[config.mk]
export PLATFORM = sky130hd
export DESIGN_NAME = jtag_test_core
export DESIGN_NICKNAME = d
export VERILOG_FILES = /design/src/rtl/jtagc_pkg.sv /design/src/rtl/jtagc_ir.sv /design/src/rtl/jtagc_idreg.sv /design/src/rtl/jtagc_rstreg.sv /design/src/rtl/jtag_test_core.sv
export SDC_FILE = /design/constraint.sdc
export NUM_CORES = 1
export LEC_CHECK = 0
export BUFFER_PORTS_ARGS = -buffer_cell sky130_fd_sc_hd__buf_4
export CELL_PAD_IN_SITES_DETAIL_PLACEMENT = 1
export CELL_PAD_IN_SITES_GLOBAL_PLACEMENT = 2
export CORE_MARGIN = 4
export CORE_UTILIZATION = 39
export DETAILED_ROUTE_END_ITERATION = 16
export PLACE_DENSITY = 0.82
export SLEW_MARGIN = 10
export SYNTH_ARGS = -nofsm -noshare
export SYNTH_HDL_FRONTEND = slang
export SYNTH_SLANG_ARGS = --single-unit
[constraint.sdc]
create_clock -name tck -period 4.4 [get_ports tck]
set_input_delay 0.88 -clock tck [delete_from_list [all_inputs] [get_ports tck]]
set_output_delay 0.88 -clock tck [all_outputs]
set_load 0.005 [all_outputs]
[src/rtl/jtagc_pkg.sv]
package jtagc_pkg;

  localparam int IR_W = 4;

  // opcodes whose meaning is fixed by the instruction decode
  localparam logic [IR_W-1:0] OP_BSCAN = 4'h0;
  localparam logic [IR_W-1:0] OP_IDENT = 4'h1;
  localparam logic [IR_W-1:0] OP_RESET = 4'hC;

  // pattern captured into the instruction stage (two LSBs 01)
  localparam logic [IR_W-1:0] IR_CAPTURE_VAL = 4'b0001;

  typedef enum logic [1:0] {
    PATH_IDENT = 2'd0,
    PATH_BSCAN = 2'd1,
    PATH_RESET = 2'd2
  } dr_path_e;

  // opcode -> data path; anything unlisted falls to identification
  function automatic dr_path_e decode_opcode(logic [IR_W-1:0] op);
    dr_path_e p;
    case (op)
      OP_BSCAN: p = PATH_BSCAN;
      OP_RESET: p = PATH_RESET;
      default:  p = PATH_IDENT;
    endcase
    return p;
  endfunction

  // identification word: version | device | manufacturer | 1
  function automatic logic [31:0] make_ident(logic [3:0] ver, logic [15:0] dev,
                                             logic [10:0] mfr);
    return {ver, dev, mfr, 1'b1};
  endfunction

endpackage

[src/rtl/jtagc_ir.sv]
module jtagc_ir
  import jtagc_pkg::*;
#(
  parameter int              W        = IR_W,
  parameter logic [W-1:0]    RESET_OP = OP_IDENT,
  parameter logic [W-1:0]    CAPT_VAL = IR_CAPTURE_VAL
) (
  input  logic         tck,
  input  logic         trst_n,
  input  logic         tlr,
  input  logic         capture,
  input  logic         shift,
  input  logic         update,
  input  logic         tdi,
  output logic         ir_so,
  output logic [W-1:0] active
);

  logic [W-1:0] stage_q;

  always_ff @(posedge tck or negedge trst_n) begin
    if (!trst_n) begin
      stage_q <= CAPT_VAL;
      active  <= RESET_OP;
    end else if (tlr) begin
      stage_q <= CAPT_VAL;
      active  <= RESET_OP;
    end else begin
      if (capture)
        stage_q <= CAPT_VAL;
      else if (shift)
        stage_q <= {tdi, stage_q[W-1:1]};
      if (update)
        active <= stage_q;
    end
  end

  assign ir_so = stage_q[0];


  tlr_default_chk: assert property (@(posedge tck) disable iff (!trst_n)
    tlr |=> active == RESET_OP);


  ir_shift_in_chk: assert property (@(posedge tck) disable iff (!trst_n)
    (shift && !capture && !tlr) |=> stage_q[W-1] == $past(tdi));


  ir_update_chk: assert property (@(posedge tck) disable iff (!trst_n)
    (update && !tlr) |=> active == $past(stage_q));

endmodule

[src/rtl/jtagc_idreg.sv]
module jtagc_idreg #(
  parameter int           W     = 32,
  parameter logic [W-1:0] VALUE = '1
) (
  input  logic tck,
  input  logic trst_n,
  input  logic capture,
  input  logic shift,
  input  logic tdi,
  output logic so
);

  logic [W-1:0] cell_q;

  // one cell per bit; capture has priority over shift
  for (genvar i = 0; i < W; i++) begin : g_cell
    logic next_in;
    if (i == W - 1) begin : g_top
      assign next_in = tdi;
    end else begin : g_mid
      assign next_in = cell_q[i+1];
    end
    always_ff @(posedge tck or negedge trst_n) begin
      if (!trst_n)      cell_q[i] <= VALUE[i];
      else if (capture) cell_q[i] <= VALUE[i];
      else if (shift)   cell_q[i] <= next_in;
    end
  end

  assign so = cell_q[0];


  id_capture_chk: assert property (@(posedge tck) disable iff (!trst_n)
    capture |=> so == VALUE[0]);


  id_shift_chk: assert property (@(posedge tck) disable iff (!trst_n)
    (shift && !capture) |=> cell_q[W-1] == $past(tdi));

endmodule

[src/rtl/jtagc_rstreg.sv]
module jtagc_rstreg (
  input  logic tck,
  input  logic trst_n,
  input  logic tlr,
  input  logic shift,
  input  logic tdi,
  output logic q
);

  always_ff @(posedge tck or negedge trst_n) begin
    if (!trst_n)    q <= 1'b0;
    else if (tlr)   q <= 1'b0;
    else if (shift) q <= tdi;
  end


  rst_load_chk: assert property (@(posedge tck) disable iff (!trst_n)
    (shift && !tlr) |=> q == $past(tdi));


  rst_hold_chk: assert property (@(posedge tck) disable iff (!trst_n)
    (!shift && !tlr) |=> $stable(q));

endmodule

[src/rtl/jtag_test_core.sv]
module jtag_test_core
  import jtagc_pkg::*;
#(
  parameter logic [3:0]  ID_VERSION = 4'h3,
  parameter logic [15:0] ID_DEVICE  = 16'h9781,
  parameter logic [10:0] ID_MFR     = 11'h01F
) (
  input  logic tck,
  input  logic trst_n,
  input  logic tlr,
  input  logic capture_ir,
  input  logic shift_ir,
  input  logic update_ir,
  input  logic capture_dr,
  input  logic shift_dr,
  input  logic update_dr,
  input  logic tdi,
  input  logic bsc_tdo,
  input  logic ext_rst_req,
  output logic tdo,
  output logic tdo_en,
  output logic bsc_select,
  output logic bsc_capture,
  output logic bsc_shift,
  output logic bsc_update,
  output logic sys_rst_req
);

  localparam int          ID_W     = 32;
  localparam logic [31:0] ID_VALUE = make_ident(ID_VERSION, ID_DEVICE, ID_MFR);

  logic [IR_W-1:0] active_op;
  logic            ir_so;
  logic            id_so;
  logic            rst_q;
  dr_path_e        path;

  // named per-path strobes
  logic sel_id, sel_bsc, sel_rst;
  logic id_capture, id_shift, rst_shift;

  jtagc_ir #(
    .W        (IR_W),
    .RESET_OP (OP_IDENT),
    .CAPT_VAL (IR_CAPTURE_VAL)
  ) u_ir (
    .tck     (tck),
    .trst_n  (trst_n),
    .tlr     (tlr),
    .capture (capture_ir),
    .shift   (shift_ir),
    .update  (update_ir),
    .tdi     (tdi),
    .ir_so   (ir_so),
    .active  (active_op)
  );

  assign path    = decode_opcode(active_op);
  assign sel_id  = (path == PATH_IDENT);
  assign sel_bsc = (path == PATH_BSCAN);
  assign sel_rst = (path == PATH_RESET);

  assign id_capture = capture_dr & sel_id;
  assign id_shift   = shift_dr & sel_id;
  assign rst_shift  = shift_dr & sel_rst;

  jtagc_idreg #(
    .W     (ID_W),
    .VALUE (ID_VALUE)
  ) u_id (
    .tck     (tck),
    .trst_n  (trst_n),
    .capture (id_capture),
    .shift   (id_shift),
    .tdi     (tdi),
    .so      (id_so)
  );

  jtagc_rstreg u_rst (
    .tck    (tck),
    .trst_n (trst_n),
    .tlr    (tlr),
    .shift  (rst_shift),
    .tdi    (tdi),
    .q      (rst_q)
  );

  // boundary chain select and gated strobes
  assign bsc_select  = sel_bsc;
  assign bsc_capture = capture_dr & sel_bsc;
  assign bsc_shift   = shift_dr & sel_bsc;
  assign bsc_update  = update_dr & sel_bsc;

  // reset request is not behind an update stage
  assign sys_rst_req = rst_q | ext_rst_req;

  // serial output mux
  always_comb begin
    if (shift_ir) begin
      tdo = ir_so;
    end else begin
      unique case (path)
        PATH_BSCAN: tdo = bsc_tdo;
        PATH_RESET: tdo = rst_q;
        default:    tdo = id_so;
      endcase
    end
  end

  assign tdo_en = shift_ir | shift_dr;


  bsc_gate_chk: assert property (@(posedge tck) disable iff (!trst_n)
    (bsc_capture || bsc_shift || bsc_update) |-> bsc_select);


  path_onehot_chk: assert property (@(posedge tck) disable iff (!trst_n)
    $onehot({sel_id, sel_bsc, sel_rst}));


  rst_out_chk: assert property (@(posedge tck) disable iff (!trst_n)
    $rose(rst_q) |-> sys_rst_req);


  rst_cause_chk: assert property (@(posedge tck) disable iff (!trst_n)
    $rose(rst_q) |-> $past(rst_shift && tdi));

endmodule

# After elaboration in Yosys (flattened, before gate mapping)
# Index checks and enable logic that the tools add are counted.
# classes
reduce_logical	6
n_eq_ne	3
muxes	74
n_bitwise	8
# ops
op	count
$mux W1	67
$mux W4	5
$and A1 B1 Y1	6
$reduce_bool A2 Y1	3
$eq A4 B4 Y1 const B	1
$logic_not A4 Y1	1
$pmux W2 S2	1
$reduce_bool A3 Y1	1
$eq A2 B1 Y1 const B	1
$eq A2 B2 Y1 const B	1
$logic_not A2 Y1	1
$or A1 B1 Y1	2
$pmux W1 S2	1
# totals
in_bits	12
word_cells	126
reg_bits	41
out_inout_bits	7

# Depth between registers and ports, before layout
# Gate-level depths: netlist (run 1).
# logic_depth
depth_word	6
mapped_depth	7
ltp_nobuf	7

# Hierarchy
# A second synthesis (run 1) with hierarchy kept.
# hier_totals
cells_unflattened	157
hier_area_um2	1896.8
# by_module_without_submodules
module	instances	area_each_um2	seq_area_each_um2	cells_each
jtagc_idreg	1	1355.0	819.5	104
jtagc_ir	1	346.6	202.7	28
jtag_test_core	1	156.4	0.0	22
jtagc_rstreg	1	38.8	25.0	3

# Worst setup path after synthesis (run 1)
# OpenSTA, ideal clock, no wires.
# synth_timing
path_type	input -> output
startpoint	in shift_ir
endpoint	out tdo
path_slack_ps	2058
arrival_time_ps	1462
path_stages	4
cell_sequence	buf_2 -> nand2b_1 -> a221oi_1 -> nor3_1
# synth_via
elab_chain_cells	1
# synth_rtl
item	line_no	source
start: declaration	jtag_test_core.sv:12	input logic shift_ir,
$mux W1	jtag_test_core.sv:99	if (shift_ir) begin
end: declaration	jtag_test_core.sv:20	output logic tdo,
# Every way passes these cells.

# Worst setup path in the final report (run 1)
# layout_timing
startpoint	reg u_ir.active[1]
endpoint	out tdo
# layout_via
elab_chain_cells	5
elab_cells_between_ends	7
# layout_rtl
item	line_no	source
start: declaration	jtagc_ir.sv:16	output logic [W-1:0] active
start signal: assignment	jtagc_ir.sv:34	active <= stage_q;
$eq A4 B4 Y1 / $logic_not A4 Y1 (equally long branches)	jtagc_pkg.sv:22	case (op)
$pmux W2 S2 (*)	jtagc_pkg.sv:22	
$eq A2 B2 Y1 / $eq A2 B1 Y1 (equally long branches)	jtag_test_core.sv:102	unique case (path)
$pmux W1 S2 (*)	jtag_test_core.sv:102	
$mux W1 (*)	jtag_test_core.sv:99	
# Mark *: on every way between the ends. The rest lies on a longest branch, timed or not.

==> impl_metrics.tcl, run 1 <==
set metrics [dict create \
    outcome "finished, final reports clean" \
    area_delta_synth_final_pct 10.8 \
    root_buffer "clkbuf_8" \
    hold_buffers 0 \
    totalWireLength_um 3480 \
    cap_violations 0 \
    syn_area_per_cell_um2 9.72 \
    clock_latency_ns 0.29 \
    p_seq_share_pct 57.6 \
    cp-end-kind "output port" \
    crit_chain "nor2_1, nand3_1, ha_1, nand2b_1, a221oi_1, nor3_1, buf_4" \
    grt_pass1_wl_um 6270 \
    vias_per_cell 4.98 \
    cts_resized 0 \
    ys_seq_elements 41 \
    cp.arrival_ns 1.79 \
    cts_tree "yes" \
    max_freq_mhz 375 \
    synthCells 191 \
    dp_cells 249 \
    relSlewSlack_pct 49.2 \
    critical_path.top_delay_family "simple AND/OR/NAND/NOR gates" \
    port_buffers 18 \
    rsz0062_at_grt "no" \
    grt_use_met1_pct 16.3 \
    met3_usage_pct 4.92 \
    cts_buffer_depth 2 \
    core_area_mm2 0.00447 \
    use_met2_pct 21.7 \
    grt_util_all_layers_pct 13.4 \
    synthMuxAreaShare_pct 3.77 \
    grt_start_max_net_pins 42 \
    finalNonFillerCells 257 \
    cts_sinks 41 \
    hold_path.class "flop to flop" \
    setup_violations 0 \
    cts-htree-levels 2 \
    yosysSeqAreaShare_pct 56.4 \
    min_period_ns 2.67 \
    fin_nets 219 \
    die_w_um 77 \
    wl_per_cell_um 13.5 \
    num_vias 1281 \
    seq_area_mm2 0.00105 \
    post-cts-setup-buffers 0 \
    p_comb_share_pct 11.7 \
    firstDrtPassIters 4 \
    initial_core_util_pct 41.5 \
    drc 0 \
    cp-start-kind "flop" \
    synth_nets 206 \
    ant_nets 0 \
    holdWs_ns 0.471 \
    antenna_cells 0 \
    dieArea_mm2 0.00593 \
    path_buf_inv 1 \
    num_rows 24 \
    synth_fa_ha_area_share_pct 2.02 \
    nFillCells 538 \
    synthXorXnorAreaFrac_pct 0 \
    finalCritPeriodShare_pct 60.6 \
    antenna_found_initial 0 \
    critPathMaxFanout 3 \
    drt_iter0_drc 25 \
    tns_ns 0 \
    hold_violations 0 \
    cp_slowest_cell "dfrtp_1" \
    place_congestion 0.746 \
    synth-compound-area-share_pct 10.7 \
    finalPower_mw 0.774 \
    drive_above_1_share_pct 22.4 \
    dp_hpwl_um 2350 \
    gr-total-overflow 0 \
    dieHeight_um 77 \
    yosys_warnings 0 \
    yosys.area_share.simple_pct 21.8 \
    slowest_delay_ns 0.38 \
    p_int_mw 0.574 \
    tightest_slew_ns 0.760 \
    multiInputGateArea_um2 712 \
    slew_violations 0 \
    io_pins 19 \
    p_sw_share_pct 25.8 \
    ys_types 23 \
    p_per_area_mw_per_mm2 376 \
    leakagePower_nw 0.913 \
    p_clk_share_pct 30.7 \
    ir_worst_vdd_mv 0.176 \
    clk_pin_slew_ns 0.08 \
    worst_ep_required_time_ns 3.52 \
    fin_worst_skew_ns 0.00529 \
    critical_path_class "flop to output port" \
    numCtsBuffers 5 \
    synth_top_family_by_area "simple AND/OR/NAND/NOR gates" \
    grt-busiest-layer "met2" \
    p_switching_mw 0.200 \
    synth_area_mm2 0.00186 \
    grt_pass1_vias 1310 \
]
cell usage in the layout (no fill, tap or decap):
cell / count
dfrtp_1: 24
buf_4: 19
inv_1: 2
nand3_1: 2
a221oi_1: 1
and2_1: 3
or2_2: 2
nor3_1: 5
dfstp_2: 17
mux2i_1: 7
nand2b_1: 18
clkbuf_1: 1
a211o_1: 1
clkbuf_8: 5
o21ai_4: 1
a21oi_1: 1
nand2_1: 36
clkinv_2: 2
o21ai_1: 9
nor2_1: 21
o21ai_0: 23
ha_1: 3
nor2b_1: 2
sequential cells by signal, summed over array words and instances, names as in the netlist:
register             flops
u_ir.active              4
u_id.g_cell.next_in     31
u_id.so                  1
u_rst.q                  1
u_ir.stage_q             4
power by group through the flow:
stage	Clock [mW]	Combinational (mW)	Sequential [mW]
5_1_grt	0.268	0.106	0.451
4_1_cts	0.249	0.0934	0.447
3_3_place_gp	0	0.0878	0.451
2_1_floorplan	0	0.0675	0.447
3_5_place_dp	0	0.0927	0.453
6_report	0.237	0.0906	0.446
routing by layer:
metal  up-vias  wire [um]  share of wire, %
li1        640          -                 -
met1       616       1590                46
met2        23       1690                49
met3         2        171               4.9
met4         0         24              0.69
met5         -          0                 0
cell type report:
type,count,area share (%)
clock buffers,6,3.53
clock inverters,2,0.487
inverters,2,0.365
multi-input cells,135,34.6
flip-flops and latches,41,50.9
well taps,52,3.16
repair buffers,19,6.93
worst register-to-register path: stages, from the launching register on:
cell and delay [ns]:
dfrtp_1 0.38, nor2_1 0.14, nand3_1 0.15, ha_1 0.24, o21ai_4 0.29, buf_4 0.38
nand2_1 0.09, o21ai_0 0.10
Yosys cell counts:
master,count,share of area [%]
buf_2,3,0.81
ha_1,3,2.0
nand2_1,36,7.3
or2_2,2,0.67
nand3_1,2,0.54
clkbuf_1,4,0.81
o21ai_0,23,6.2
inv_1,2,0.40
and2_1,3,1.0
a21oi_1,1,0.27
nor3_1,5,1.3
dfstp_2,17,24
nor2b_1,2,0.67
mux2i_1,7,3.8
o21ai_1,9,2.4
a221oi_1,1,0.47
buf_4,2,0.81
dfrtp_1,24,32
o21ai_4,1,0.88
a211o_1,1,0.47
nor2_1,21,4.2
nand2b_1,18,6.1
buf_6,4,2.4
logic make-up after synthesis:
group,Yosys count
AO/OA/AOI/OAI,36
multiplexers,7
buffers and inverters,15
flip-flops,41
AND/OR/NAND/NOR,89
adder cells (fa/ha/maj),3
path summary, 6_finish.rpt:
check / depth (start not counted) / startpoint / slack (ns) / to
worst max-delay path: 7 / u_ir.active[1] / 1.73 / tdo
worst min-delay path: 2 / u_id.g_cell[1].next_in / 0.47 / u_id.g_cell[1].next_in
worst max register to register: 7 / u_ir.active[1] / 2.54 / u_id.g_cell[23].next_in
worst min register to register: 2 / u_id.g_cell[1].next_in / 0.47 / u_id.g_cell[1].next_in
max in group asynchronous: 1 / trst_n / 3.46 / u_id.g_cell[2].next_in
min in group asynchronous: 1 / trst_n / 0.57 / u_rst.q
metrics by stage:
stage | instance area (um^2) | setup slack, ns | util, %
after CTS | 2060 | 1.69 | 46.0
final | 2060 | 1.73 | 46.0
after global placement | 1970 | 1.93 | 44.1
after global routing | 2060 | 1.56 | 46.0
after floorplan | 1860 | 2.06 | -
after detailed placement | 1970 | 1.89 | 44.1
(Power assumes the default switching activity.)
==> run 2, diff against run 1 <==
--- a/config.mk
+++ b/config.mk
@@ -9,9 +9,9 @@
 export CELL_PAD_IN_SITES_DETAIL_PLACEMENT = 1
 export CELL_PAD_IN_SITES_GLOBAL_PLACEMENT = 2
 export CORE_MARGIN = 4
-export CORE_UTILIZATION = 39
+export CORE_UTILIZATION = 36
 export DETAILED_ROUTE_END_ITERATION = 16
-export PLACE_DENSITY = 0.82
+export PLACE_DENSITY = 0.77
 export SLEW_MARGIN = 10
 export SYNTH_ARGS = -nofsm -noshare
 export SYNTH_HDL_FRONTEND = slang
==> constraint.sdc (replaced) <==
create_clock -name tck -period 2.7 [get_ports tck]
set_input_delay 0.54 -clock tck [delete_from_list [all_inputs] [get_ports tck]]
set_output_delay 0.54 -clock tck [all_outputs]
set_load 0.005 [all_outputs]
==> impl_metrics.tcl, run 2 (synthesis gave the netlist of run 1 again) <==
set metrics [dict create \
    outcome "finished, final reports clean" \
    rsz0062_at_grt "no" \
    cts_buffer_depth 2 \
    area_delta_synth_final_pct 12.2 \
    initial_core_util_pct 38.3 \
    cp-start-kind "flop" \
    clock_latency_ns 0.28 \
    antenna_cells 0 \
    firstDrtPassIters 4 \
    cap_violations 0 \
    dp_hpwl_um 2530 \
    mostFrequentLayoutCells "nand2_1, dfrtp_1, o21ai_0" \
    fin_worst_skew_ns 0.00956 \
    min_period_ns 2.32 \
    cp-end-kind "output port" \
    path_buf_inv 1 \
    num_vias 1263 \
    holdWs_ns 0.232 \
    ant_nets 0 \
    crit_chain "nor2_1, nand3_1, ha_1, nand2b_1, a221oi_1, nor3_1, buf_4" \
    hold_path.class "primary input to async pin" \
    finalCritPeriodShare_pct 85.9 \
    cp_slowest_cell "dfrtp_1" \
    drt_iter0_drc 39 \
    antenna_found_initial 0 \
    clk_pin_slew_ns 0.08 \
    die_w_um 79.8 \
    port_buffers 18 \
    ir_worst_vdd_mv 0.297 \
    drive_above_1_share_pct 22.0 \
    dieArea_mm2 0.00637 \
    leakagePower_nw 0.914 \
    dieHeight_um 79.8 \
    relSlewSlack_pct 27.5 \
    tns_ns 0 \
    grt_pass1_wl_um 6190 \
    gr-total-overflow 0 \
    layout_commonest_cell "nand2_1" \
    cts_sinks 41 \
    post-cts-setup-buffers 0 \
    tightest_slew_ns 1.08 \
    largest_reg_flops 31 \
    grt_util_all_layers_pct 12.4 \
    slowest_delay_ns 0.39 \
    fin_area_mm2 0.00208 \
    numCtsBuffers 5 \
    reg2reg_from "u_ir.active[1]" \
    cts-htree-levels 2 \
    place_area_mm2 0.00199 \
    totalWireLength_um 3590 \
    r2r_end "u_id.g_cell[3].next_in" \
    reg2regPathDepth 7 \
    dp_cells 264 \
    hold_violations 0 \
    multiInputGateArea_um2 712 \
    vias_per_cell 4.64 \
    num_rows 25 \
    critical_path_class "flop to output port" \
    seq_area_mm2 0.00105 \
    critPathMaxFanout 3 \
    slew_violations 0 \
    place_congestion 0.726 \
    core_area_mm2 0.00485 \
    io_pins 19 \
    grt_start_max_net_pins 56 \
    setup_violations 0 \
    worst_ep_required_time_ns 2.16 \
    hold_buffers 0 \
    grt_pass1_vias 1362 \
    root_buffer "clkbuf_8" \
    p_per_area_mw_per_mm2 611 \
    finalPower_mw 1.27 \
    wl_per_cell_um 13.2 \
    max_freq_mhz 431 \
    cts_tree "yes" \
    finalNonFillerCells 272 \
    fin_nets 219 \
    critical_path.top_delay_family "simple AND/OR/NAND/NOR gates" \
    ff2ff_setup_slack_ns 0.80 \
    cts_resized 0 \
    nFillCells 573 \
    cp.arrival_ns 1.78 \
    drc 0 \
]
-- run 2: worst max-delay path by stage --
stage                    from                     end  slack, ns  cells after the start
2_1_floorplan  u_ir.active[0]                     tdo       0.89                      6
3_3_place_gp       capture_dr  u_id.g_cell[4].next_in       0.58                      5
3_5_place_dp       capture_dr  u_id.g_cell[3].next_in       0.46                      5
4_1_cts        u_ir.active[1]                     tdo       0.35                      7
5_1_grt        u_ir.active[1]                     tdo       0.18                      7
6_report       u_ir.active[1]                     tdo       0.38                      7
-- run 2: routing by layer --
metal	global-route usage (%)	share of wire [%]	wire length, um
met4	4.05	0.53	19
met1	15.3	46	1650
met3	2.71	2.9	103
met2	21.5	50	1810
met5	0	0	0
-- run 2: cell type report --
| cell class | instances | share of cell area (%) |
|---|---|---|
| clock buffer | 8 | 4.32 |
| timing repair buffer | 19 | 6.85 |
| sequential | 41 | 50.3 |
| multi-input combinational | 135 | 34.2 |
| inverter | 2 | 0.360 |
| tap | 67 | 4.02 |
-- run 2: report_power, final --
part	switching (mW)	internal [mW]	leakage [nW]	total, mW
clock network	0.188	0.208	0.0455	0.397
registers	0.0302	0.696	0.506	0.727
logic	0.0893	0.0609	0.362	0.150
-- run 2: metrics by stage --
step | util (%) | worst slack [ns]
5_1_grt | 43.0 | 0.181
6_report | 43.0 | 0.382
3_5_place_dp | 41.1 | 0.457
3_3_place_gp | 41.1 | 0.581
2_1_floorplan | - | 0.893
4_1_cts | 43.0 | 0.346
==> run 3, diff against run 2 <==
--- a/config.mk
+++ b/config.mk
@@ -6,12 +6,10 @@
 export NUM_CORES = 1
 export LEC_CHECK = 0
 export BUFFER_PORTS_ARGS = -buffer_cell sky130_fd_sc_hd__buf_4
-export CELL_PAD_IN_SITES_DETAIL_PLACEMENT = 1
-export CELL_PAD_IN_SITES_GLOBAL_PLACEMENT = 2
 export CORE_MARGIN = 4
-export CORE_UTILIZATION = 36
+export CORE_UTILIZATION = 42
 export DETAILED_ROUTE_END_ITERATION = 16
-export PLACE_DENSITY = 0.77
+export PLACE_DENSITY = 0.6
 export SLEW_MARGIN = 10
 export SYNTH_ARGS = -nofsm -noshare
 export SYNTH_HDL_FRONTEND = slang
==> impl_metrics.tcl, run 3 (synthesis gave the netlist of run 1 again) <==
set metrics [dict create \
    slew_violations 0 \
    finalNonFillerCells 255 \
    hold_violations 0 \
    layout_commonest_cell "nand2_1" \
    cts_sinks 41 \
    p_per_area_mw_per_mm2 631 \
    dieHeight_um 74.5 \
    antenna_cells 0 \
    critical_path_class "flop to output port" \
    area_delta_synth_final_pct 11.7 \
    clock_latency_ns 0.29 \
    core_area_mm2 0.00414 \
    grt_pass1_wl_um 5570 \
    largest_reg_flops 31 \
    grt_start_max_net_pins 53 \
    firstDrtPassIters 4 \
    nFillCells 413 \
    setup_violations 0 \
    place_congestion 0.732 \
    cap_violations 0 \
    numCtsBuffers 5 \
    drc 0 \
    io_pins 19 \
    ir_worst_vdd_mv 0.380 \
    min_period_ns 2.34 \
    vias_per_cell 4.96 \
    gr-total-overflow 0 \
    ant_nets 0 \
    fin_ws_ns 0.359 \
    place_area_mm2 0.00197 \
    antenna_found_initial 0 \
    leakagePower_nw 0.922 \
    tightest_slew_ns 1.01 \
    hold_path.class "primary input to async pin" \
    dieArea_mm2 0.00555 \
    num_rows 23 \
    worst_ep_required_time_ns 2.16 \
    root_buffer "clkbuf_8" \
    rsz0062_at_grt "no" \
    drt_iter0_drc 57 \
    drive_above_1_share_pct 22.9 \
    max_freq_mhz 427 \
    port_buffers 18 \
    reg2regPathDepth 6 \
    cts_tree "yes" \
    relSlewSlack_pct 32.5 \
    fin_area_mm2 0.00207 \
    cp.arrival_ns 1.80 \
    dp_cells 247 \
    place_ws_ns 0.551 \
    r2r_end "u_id.g_cell[15].next_in" \
    clk_pin_slew_ns 0.08 \
    die_w_um 74.5 \
    critPathMaxFanout 3 \
    final_util_pct 50.0 \
    fin_nets 219 \
    dp_hpwl_um 2120 \
    grt_util_all_layers_pct 13.3 \
    hold_buffers 0 \
    grt_pass1_vias 1234 \
    ff2ff_setup_slack_ns 0.83 \
    cts_buffer_depth 2 \
    outcome "finished, final reports clean" \
    cp-end-kind "output port" \
    reg2reg_from "u_ir.active[1]" \
    num_vias 1266 \
    tns_ns 0 \
    totalWireLength_um 3170 \
    finalPower_mw 1.31 \
    wl_per_cell_um 12.4 \
    initial_core_util_pct 44.8 \
    post-cts-setup-buffers 0 \
    fin_worst_skew_ns 0.00630 \
    cts_resized 0 \
    cts-htree-levels 2 \
    finalCritPeriodShare_pct 86.7 \
    cp-start-kind "flop" \
    mostFrequentLayoutCells "nand2_1, dfrtp_1, o21ai_0" \
    holdWs_ns 0.203 \
]
==> run 3: how the worst max path moves through the flow <==
stage / start / endpoint / cells after the start
detailed placement: capture_dr / u_id.g_cell[15].next_in / 4
global route: u_ir.active[1] / tdo / 7
floorplan: u_ir.active[0] / tdo / 6
CTS: u_ir.active[1] / tdo / 7
global placement: capture_dr / u_id.g_cell[15].next_in / 4
finish: u_ir.active[1] / tdo / 7
==> run 3: layout make-up <==
cell class | instances | area (um^2) | share of cell area, %
clock inverter | 1 | 5.00 | 0.241
multi-input combinational | 135 | 712 | 34.3
inverter | 2 | 7.51 | 0.362
clock buffer | 7 | 96.3 | 4.65
sequential | 41 | 1050 | 50.5
timing repair buffer | 19 | 143 | 6.88
tap | 50 | 62.6 | 3.02
==> run 3: routing by layer <==
metal / up-vias / part of all wire (%) / GRT usage, %
li1: 645 / - / -
met5: - / 0 / 0
met3: 4 / 5.9 / 4.46
met2: 24 / 45 / 20.4
met4: 0 / 1.0 / 5.14
met1: 593 / 48 / 17.6
==> run 3: critical path, cell delays in order (launching register included) <==
cell and delay (ns):
dfrtp_1 0.39, nor2_1 0.15, nand3_1 0.15, ha_1 0.33, nand2b_1 0.06, a221oi_1 0.20
nor3_1 0.09, buf_4 0.14
==> run 3: report_power, final <==
group	switching, mW	leakage [nW]	internal, mW
registers	0.0303	0.506	0.696
clock network	0.205	0.0542	0.231
logic	0.0846	0.362	0.0609
